[src/rtl/dma_desc_pkg.sv]
package dma_desc_pkg;
  localparam int unsigned DESC_WORDS = 3;
  localparam int unsigned SLOT_BYTES = 16;

  typedef enum logic {
    ST_IDLE,
    ST_READ
  } seq_state_e;

  function automatic int unsigned ch_bits_f(input int unsigned n);
    return (n > 1) ? $clog2(n) : 1;
  endfunction

  // distance from primary to alternate area
  function automatic int unsigned alt_ofs_f(input int unsigned n);
    return SLOT_BYTES << $clog2(n);
  endfunction

  // log2 of total table size
  function automatic int unsigned align_bits_f(input int unsigned n);
    return $clog2(n) + 5;
  endfunction
endpackage

[src/rtl/dma_desc_base_reg.sv]
module dma_desc_base_reg #(
  parameter int unsigned AW    = 32,
  parameter int unsigned ALIGN = 8
) (
  input  logic          clk_i,
  input  logic          rst_ni,
  input  logic          we_i,
  input  logic [AW-1:0] wdata_i,
  output logic [AW-1:0] base_o
);
  localparam logic [AW-1:0] LOW_MASK = (AW'(1) << ALIGN) - AW'(1);

  logic [AW-1:0] base_q;

  always_ff @(posedge clk_i or negedge rst_ni) begin
    if (!rst_ni)   base_q <= '0;
    else if (we_i) base_q <= wdata_i & ~LOW_MASK;
  end

  assign base_o = base_q;
endmodule

[src/rtl/dma_alt_sel_reg.sv]
module dma_alt_sel_reg #(
  parameter int unsigned NUM_CH = 6
) (
  input  logic              clk_i,
  input  logic              rst_ni,
  input  logic              set_we_i,
  input  logic [NUM_CH-1:0] set_i,
  input  logic              clr_we_i,
  input  logic [NUM_CH-1:0] clr_i,
  output logic [NUM_CH-1:0] sel_o
);
  for (genvar c = 0; c < NUM_CH; c++) begin : g_bit
    logic sel_q;
    logic do_set, do_clr;
    assign do_set = set_we_i & set_i[c];
    assign do_clr = clr_we_i & clr_i[c];

    always_ff @(posedge clk_i or negedge rst_ni) begin
      if (!rst_ni)     sel_q <= 1'b0;
      else if (do_set) sel_q <= 1'b1;  // set dominates
      else if (do_clr) sel_q <= 1'b0;
    end

    assign sel_o[c] = sel_q;
  end
endmodule

[src/rtl/dma_desc_addr.sv]
module dma_desc_addr #(
  parameter int unsigned AW     = 32,
  parameter int unsigned NUM_CH = 6,
  parameter int unsigned CHW    = 3
) (
  input  logic [AW-1:0]  base_i,
  input  logic [CHW-1:0] ch_i,
  input  logic           alt_i,
  input  logic [1:0]     word_i,
  output logic [AW-1:0]  addr_o
);
  import dma_desc_pkg::*;

  localparam logic [AW-1:0] ALT_OFS = AW'(alt_ofs_f(NUM_CH));

  logic [AW-1:0] area_ofs, slot_ofs, word_ofs;

  assign area_ofs = alt_i ? ALT_OFS : '0;
  assign slot_ofs = AW'(ch_i) << 4;
  assign word_ofs = AW'(word_i) << 2;
  assign addr_o   = base_i + area_ofs + slot_ofs + word_ofs;
endmodule

[src/rtl/dma_desc_seq.sv]
module dma_desc_seq #(
  parameter int unsigned NUM_CH = 6,
  parameter int unsigned CHW    = 3,
  parameter int unsigned DW     = 32
) (
  input  logic              clk_i,
  input  logic              rst_ni,
  input  logic [NUM_CH-1:0] alt_sel_i,
  input  logic              grant_valid_i,
  input  logic [CHW-1:0]    grant_ch_i,
  output logic              grant_ready_o,
  output logic              rd_req_o,
  output logic [CHW-1:0]    rd_ch_o,
  output logic              rd_alt_o,
  output logic [1:0]        rd_word_o,
  input  logic              rd_ack_i,
  input  logic [DW-1:0]     rd_data_i,
  output logic              desc_valid_o,
  output logic [DW-1:0]     desc_src_o,
  output logic [DW-1:0]     desc_dst_o,
  output logic [DW-1:0]     desc_ctrl_o
);
  import dma_desc_pkg::*;

  localparam int unsigned CHP  = 1 << CHW;
  localparam logic [1:0]  LAST = 2'(DESC_WORDS - 1);

  seq_state_e     state_q, state_d;
  logic [CHW-1:0] ch_q;
  logic           alt_q;
  logic [1:0]     word_q;
  logic           valid_q;
  logic [CHP-1:0] sel_ext;
  logic           ch_ok, accept, beat, last_beat;
  logic [DW-1:0]  word_data_q [DESC_WORDS];

  assign sel_ext   = CHP'(alt_sel_i);
  assign ch_ok     = {1'b0, grant_ch_i} < (CHW+1)'(NUM_CH);
  assign accept    = (state_q == ST_IDLE) && grant_valid_i && ch_ok;
  assign beat      = (state_q == ST_READ) && rd_ack_i;
  assign last_beat = beat && (word_q == LAST);

  always_comb begin
    state_d = state_q;
    unique case (state_q)
      ST_IDLE: if (accept)    state_d = ST_READ;
      ST_READ: if (last_beat) state_d = ST_IDLE;
      default:                state_d = ST_IDLE;
    endcase
  end

  always_ff @(posedge clk_i or negedge rst_ni) begin
    if (!rst_ni) begin
      state_q <= ST_IDLE;
      ch_q    <= '0;
      alt_q   <= 1'b0;
      word_q  <= '0;
      valid_q <= 1'b0;
    end else begin
      state_q <= state_d;
      valid_q <= last_beat;
      if (accept) begin
        ch_q   <= grant_ch_i;
        alt_q  <= sel_ext[grant_ch_i];  // select frozen at grant
        word_q <= '0;
      end else if (beat && !last_beat) begin
        word_q <= word_q + 2'd1;
      end
    end
  end

  for (genvar w = 0; w < DESC_WORDS; w++) begin : g_word
    always_ff @(posedge clk_i or negedge rst_ni) begin
      if (!rst_ni)                         word_data_q[w] <= '0;
      else if (beat && word_q == 2'(w))    word_data_q[w] <= rd_data_i;
    end
  end

  assign grant_ready_o = (state_q == ST_IDLE);
  assign rd_req_o      = (state_q == ST_READ);
  assign rd_ch_o       = ch_q;
  assign rd_alt_o      = alt_q;
  assign rd_word_o     = word_q;
  assign desc_valid_o  = valid_q;
  assign desc_src_o    = word_data_q[0];
  assign desc_dst_o    = word_data_q[1];
  assign desc_ctrl_o   = word_data_q[2];
endmodule

[src/rtl/dma_desc_fetch.sv]
module dma_desc_fetch #(
  parameter int unsigned NUM_CH = 6,
  parameter int unsigned AW     = 32,
  parameter int unsigned DW     = 32,
  parameter int unsigned CHW    = dma_desc_pkg::ch_bits_f(NUM_CH)
) (
  input  logic              clk_i,
  input  logic              rst_ni,
  input  logic              base_we_i,
  input  logic [AW-1:0]     base_wdata_i,
  input  logic              alt_set_we_i,
  input  logic [NUM_CH-1:0] alt_set_i,
  input  logic              alt_clr_we_i,
  input  logic [NUM_CH-1:0] alt_clr_i,
  output logic [NUM_CH-1:0] alt_sel_o,
  input  logic              grant_valid_i,
  input  logic [CHW-1:0]    grant_ch_i,
  output logic              grant_ready_o,
  output logic              mem_req_o,
  output logic [AW-1:0]     mem_addr_o,
  input  logic              mem_ack_i,
  input  logic [DW-1:0]     mem_rdata_i,
  output logic              desc_valid_o,
  output logic [CHW-1:0]    desc_ch_o,
  output logic              desc_alt_o,
  output logic [DW-1:0]     desc_src_o,
  output logic [DW-1:0]     desc_dst_o,
  output logic [DW-1:0]     desc_ctrl_o
);
  import dma_desc_pkg::*;

  localparam int unsigned ALIGN = align_bits_f(NUM_CH);

  logic [AW-1:0]  base;
  logic [CHW-1:0] rd_ch;
  logic           rd_alt;
  logic [1:0]     rd_word;

  dma_desc_base_reg #(.AW(AW), .ALIGN(ALIGN)) i_base (
    .clk_i  (clk_i),
    .rst_ni (rst_ni),
    .we_i   (base_we_i),
    .wdata_i(base_wdata_i),
    .base_o (base)
  );

  dma_alt_sel_reg #(.NUM_CH(NUM_CH)) i_alt (
    .clk_i   (clk_i),
    .rst_ni  (rst_ni),
    .set_we_i(alt_set_we_i),
    .set_i   (alt_set_i),
    .clr_we_i(alt_clr_we_i),
    .clr_i   (alt_clr_i),
    .sel_o   (alt_sel_o)
  );

  dma_desc_seq #(.NUM_CH(NUM_CH), .CHW(CHW), .DW(DW)) i_seq (
    .clk_i        (clk_i),
    .rst_ni       (rst_ni),
    .alt_sel_i    (alt_sel_o),
    .grant_valid_i(grant_valid_i),
    .grant_ch_i   (grant_ch_i),
    .grant_ready_o(grant_ready_o),
    .rd_req_o     (mem_req_o),
    .rd_ch_o      (rd_ch),
    .rd_alt_o     (rd_alt),
    .rd_word_o    (rd_word),
    .rd_ack_i     (mem_ack_i),
    .rd_data_i    (mem_rdata_i),
    .desc_valid_o (desc_valid_o),
    .desc_src_o   (desc_src_o),
    .desc_dst_o   (desc_dst_o),
    .desc_ctrl_o  (desc_ctrl_o)
  );

  dma_desc_addr #(.AW(AW), .NUM_CH(NUM_CH), .CHW(CHW)) i_addr (
    .base_i(base),
    .ch_i  (rd_ch),
    .alt_i (rd_alt),
    .word_i(rd_word),
    .addr_o(mem_addr_o)
  );

  assign desc_ch_o  = rd_ch;
  assign desc_alt_o = rd_alt;
endmodule

[config.mk]
export PLATFORM = sky130hd
export DESIGN_NAME = dma_desc_fetch
export DESIGN_NICKNAME = d
export VERILOG_FILES = /design/src/rtl/dma_desc_pkg.sv /design/src/rtl/dma_desc_base_reg.sv /design/src/rtl/dma_alt_sel_reg.sv /design/src/rtl/dma_desc_addr.sv /design/src/rtl/dma_desc_seq.sv /design/src/rtl/dma_desc_fetch.sv
export SDC_FILE = /design/constraint.sdc
export NUM_CORES = 1
export LEC_CHECK = 0
export ABC_AREA = 1
export BUFFER_PORTS_ARGS = -buffer_cell sky130_fd_sc_hd__clkbuf_2
export CORE_MARGIN = 5
export CORE_UTILIZATION = 55
export DETAILED_ROUTE_END_ITERATION = 16
export GPL_TIMING_DRIVEN = 0
export HOLD_SLACK_MARGIN = 0.05
export PLACE_DENSITY_LB_ADDON = 0.12
export SETUP_SLACK_MARGIN = 0.1
export SLEW_MARGIN = 20
export SYNTH_ARGS = -nofsm -noshare
export SYNTH_HDL_FRONTEND = slang
export SYNTH_HIERARCHICAL = 1
export SYNTH_SLANG_ARGS = --single-unit
[constraint.sdc]
create_clock -name clk_i -period 2.54 [get_ports clk_i]
set_clock_uncertainty 0.05 [all_clocks]
set_input_delay 0.508 -clock clk_i [delete_from_list [all_inputs] [get_ports clk_i]]
set_output_delay 0.508 -clock clk_i [all_outputs]
set_load 0.02 [all_outputs]
* Word level (Yosys, flattened, before mapping)
Cells that the tools add are included.
** Word-level totals
- RAM bits :: 0
- Bits in read-only memories :: 0
- Word-level logic and storage cells :: 72
- Latch bits :: 0
- Input bits :: 86
- Memories kept :: 0
- Output and inout port bits :: 141
- Flip-flop bits (word level) :: 134
** Operators by class
- Mux-type cells :: 20
- Order comparisons :: 2
- Shift operators :: 0
- Reductions and logical operators :: 16
- Add/subtract/negate cells :: 4
- Div/mod/pow operators :: 0
- Eq/ne operators :: 2
- $mul :: 0
- Bitwise gates (word level) :: 13
** Operator list (number)
- $add 32x32->32 :: 1
- $add 32x4->32 :: 1
- $add 32x7->32 :: 1
- $mux 1 :: 15
- $reduce_bool 2->1 :: 7
- $and 1x1->1 :: 12
- $mux 8 :: 1
- $logic_and 1x1->1 :: 7
- $lt 3x4->1 const B :: 1
- $mux 2 :: 2
- $bmux 1 s3 :: 1
- $lt 3x3->1 const B :: 1
- $add 2x1->2 const B :: 1
- $eq 2x1->1 const B :: 1
- $eq 2x2->1 const B :: 1
- $logic_not 2->1 :: 1
- $pmux 1 s2 :: 1
- $logic_not 1->1 :: 1
- $not 1->1 :: 1

* Logic depth before layout (Yosys ltp)
- Word-level depth :: 6
- Depth in mapped cells :: 12
- Depth with buffers taken out :: 11

* Hierarchy
Netlist, hierarchy kept.
** By module, submodules not included
- dma_desc_seq :: cells an instance 403, instances 1, area each 4359.2 µm², seq. area each 2602.5 µm²
- dma_desc_addr :: cells an instance 242, instances 1, area each 1199.9 µm², seq. area each 0.0 µm²
- dma_desc_base_reg :: cells an instance 111, instances 1, area each 1038.5 µm², seq. area each 600.6 µm²
- dma_alt_sel_reg :: cells an instance 36, instances 1, area each 285.3 µm², seq. area each 150.1 µm²

* Worst setup path after synthesis
No wires, ideal clock.
- Path type :: register -> output
- Start point :: register i_seq.ch_q[1], in the netlist i_seq/rd_ch_o[1]
- End point :: output mem_addr_o[5]
- Path slack :: 0.913 ns
- Cell stages (with the launch flop) :: 3
- Required time :: 1.982 ns
- Arrival time :: 1.069 ns
- Path through :: dfrtp_1 -> ha_1 -> xor2_1
** Between the ends
- Word-level cells in the longest chain between the ends :: 2
** RTL lines
- from (decl) :: RTL line dma_desc_seq.sv:29 : logic [CHW-1:0] ch_q;
- from (signal assigned) :: RTL line dma_desc_seq.sv:63 : ch_q <= grant_ch_i;
- $add 32x7->32 :: RTL line dma_desc_addr.sv:21 : assign addr_o = base_i + area_ofs + slot_ofs + word_ofs;
- $add 32x4->32 :: RTL line dma_desc_addr.sv:21
- to (decl) :: RTL line dma_desc_fetch.sv:20 : output logic [AW-1:0] mem_addr_o,
Every way passes these cells.

* Final worst setup path
- Start point :: register i_seq.word_q[1], in the netlist i_seq/rd_word_o[1]
- End point :: output mem_addr_o[3]
** Between the ends
- Word-level cells in the longest chain between the ends :: 1
** RTL lines
- from (decl) :: RTL line dma_desc_seq.sv:31 : logic [1:0] word_q;
- from (signal assigned) :: RTL line dma_desc_seq.sv:67 : word_q <= word_q + 2'd1;
- $add 32x4->32 :: RTL line dma_desc_addr.sv:21
Every way passes these cells.

==> impl_metrics.env <==
export IMPL_path_buf_inv=3
export IMPL_crit_top_cell="inv_1"
export IMPL_syn_area_per_cell_um2=8.69
export IMPL_first_pass_iters=4
export IMPL_slew_violations=0
export IMPL_yosysMostFrequentCell="nand2_1"
export IMPL_p_per_area_mw_per_mm2=1170
export IMPL_htreeDepth=4
export IMPL_synth_area_mm2=0.00688
export IMPL_synth_top_family_by_area="simple AND/OR/NAND/NOR gates"
export IMPL_top_layer="met4"
export IMPL_gp_congestion=0.860
export IMPL_synth_edf_count=0
export IMPL_power_leakage_nw=4.94
export IMPL_clock_latency_ns=0.41
export IMPL_path_clk_slew_ns=0.06
export IMPL_postPlaceCellArea_mm2=0.00823
export IMPL_cp_top_family="adder cells"
export IMPL_min_path_type="in2reg"
export IMPL_synth_xor_area_share_pct=1.40
export IMPL_yosysTopAreaCellShare_pct=48.7
export IMPL_endpoint_kind="output pin"
export IMPL_criticalPathCategory="reg2out"
export IMPL_hold_violations=0
export IMPL_netlist_top_cells_count="294 x nand2_1, 134 x dfrtp_1, 84 x inv_1"
export IMPL_synth_compound_area_share_pct=12.3
export IMPL_drive_gt1_share_pct=39.2
export IMPL_irDropWorstVdd_v=0.000738
export IMPL_cts_setup_buffers=0
export IMPL_wirelength_mm=17.6
export IMPL_drt_first_iter_violations=398
export IMPL_design_area_mm2=0.00881
export IMPL_start_kind="register"
export IMPL_required_ns=1.98
export IMPL_maxCapViolCount=0
export IMPL_ys_warn_count=6
export IMPL_cts_tree="done"
export IMPL_fmax_ghz=0.473
export IMPL_rsz0062_at_grt="false"
export IMPL_synthAdderAreaFrac_pct=1.93
export IMPL_dp_slack_ns=0.831
export IMPL_grt_pass1_vias=5905
export IMPL_grt_max_degree=77
export IMPL_wl_per_cell_um=14.4
export IMPL_ant_nets=0
export IMPL_coreArea_mm2=0.0122
export IMPL_grt_ovfl_total=0
export IMPL_grt_first_pass_wirelength_mm=28.6
export IMPL_wl_met1_mm=6.99
export IMPL_clock_path_buffers=2
export IMPL_cts_root_buf="clkbuf_16"
export IMPL_ys_seq_area_share_pct=48.7
export IMPL_yosys_top_cells_area="dfrtp_1 49%, nand2_1 16%, o21ai_2 11%"
export IMPL_num_rows=40
export IMPL_worstPathMaxFanout=4
export IMPL_die_height_um=122
export IMPL_wl_met3_mm=1.22
export IMPL_fin_crit_sh_pct=83.3
export IMPL_setup_viol=0
export IMPL_dpl_hpwl_mm=13.4
export IMPL_slowest_delay_ns=0.46
export IMPL_antenna_found_initial=0
export IMPL_via_per_inst=4.81
export IMPL_setup_slack_ns=0.424
export IMPL_antenna_cells=0
export IMPL_synth_seq_cells=134
export IMPL_synthCells=792
export IMPL_die_area_mm2=0.0149
export IMPL_area_growth_pct=28.0
export IMPL_ios=227
export IMPL_async_flop_share_pct=100
export IMPL_status="finished, final reports clean"
export IMPL_synth_mux_area_share_pct=0
export IMPL_wl_met2_mm=9.00
export IMPL_worstPathArrival_ns=1.56
export IMPL_yosys_cell_types_count=34
export IMPL_worstPathCellList="inv_1 -> fa_1 -> inv_1 -> clkbuf_2"
export IMPL_yosys_area_top_type="dfrtp_1"
export IMPL_period_minus_slack_ns=2.12
export IMPL_postLayoutCoreUtil_pct=72.4
export IMPL_final_nets=1131
export IMPL_track_usage_pct=24.7
export IMPL_slowest_stage="fa_1"
export IMPL_drc_errors=0
export IMPL_start_util_pct=56.6
export IMPL_fp_dieW_um=122
export IMPL_num_vias=5846
export IMPL_numCtsBuffers=17
export IMPL_synth_ff_type="dfrtp_1"
export IMPL_synth_simple_area_share_pct=25.0
export IMPL_numClockSinks=134
export IMPL_port_buffers=215
final timing paths:
| path | start | end | slack (ns) | depth (start not counted) |
|---|---|---|---|---|
| worst max-delay path | i_seq/rd_word_o[1] | mem_addr_o[3] | 0.42 | 4 |
| worst min-delay path | alt_set_i[1] | i_alt/g_bit[1].sel_q | 0.24 | 3 |
| worst max register to register | i_seq/rd_word_o[0] | i_seq/desc_ctrl_o[8] | 1.04 | 8 |
| worst min register to register | i_alt/g_bit[4].sel_q | i_alt/g_bit[4].sel_q | 0.42 | 2 |
| max in group asynchronous | rst_ni | i_base/base_o[29] | 1.11 | 3 |
| min in group asynchronous | rst_ni | i_seq/desc_ctrl_o[24] | 0.59 | 2 |
cell usage in the layout, fill, tap and decap left out, types with 3 or more instances in the layout:
cell	synthesis	routed
o21ai_2	83	83
nand3_1	25	25
o21ai_0	7	7
clkinv_2	0	4
buf_4	17	17
clkbuf_8	1	5
clkinvlp_4	0	3
nor3_1	3	3
a21oi_1	4	4
clkbuf_16	0	17
nor2_4	3	3
xor2_1	9	9
nand4_1	5	5
ha_1	9	9
conb_1	1	8
nand2_2	24	24
nor2_1	30	30
dfrtp_1	134	134
buf_6	20	20
o21ai_1	13	13
nand2_4	4	4
clkbuf_2	0	214
nand2_1	294	294
nand3b_1	4	4
inv_2	3	3
inv_1	84	84
registers in the layout (all words and copies together), names as in the netlist, 2 cells and up:
name               cells
i_alt/g_bit.sel_q      6
i_seq/rd_ch_o          3
i_seq/desc_src_o      32
i_seq/rd_word_o        2
i_seq/desc_ctrl_o     32
i_base/base_o         24
i_seq/desc_dst_o      32
layer usage:
metal	vias to the layer above	global-route usage, %
li1	2932	-
met1	2735	28.9
met2	156	42.3
met3	23	8.17
met4	0	9.45
met5	-	0
stage by stage:
step	total power, mW	TNS [ns]	cells	hold slack [ns]
5_1_grt	10.9	0	1216	0.236
6_report	10.3	0	1216	0.242
3_3_place_gp	7.84	-168.65	1182	0.409
2_1_floorplan	6.42	0	799	0.162
3_5_place_dp	7.96	0	1183	0.410
4_1_cts	10.3	0	1216	0.224
timing repair:
action,4_1_cts,5_1_grt
hold buffers,1,0
hold endpoints to repair,58,0
gates resized for setup,0,0
area by class of cell:
type,instances,area [µm²]
fillers,1028,3350
flip-flops and latches,134,3350
inverters,89,344
plain buffers,39,387
clock buffers,21,470
well taps,168,210
multi-input cells,537,2830
clock inverters,11,98.8
repair buffers,217,1120
logic make-up after synthesis:
kind of cell               count (synthesis)
adders and majority gates                 10
and+or+nand+nor                          401
xor gates and xnor gates                  11
other                                      1
AOI/OAI and AO/OA                        107
buffers and inverters                    128
DFF                                      134
tightest hold or removal path: stages:
cell      delay [ns]
clkbuf_2        0.07
nand2_1         0.04
nand2_1         0.05
report_power, final:
part	internal, mW	leakage, nW	switching (mW)
registers	2.93	1.66	0.513
logic	1.56	3.01	2.93
clock network	1.42	0.275	0.910
No activity file was read; power rests on OpenSTA's default activity.
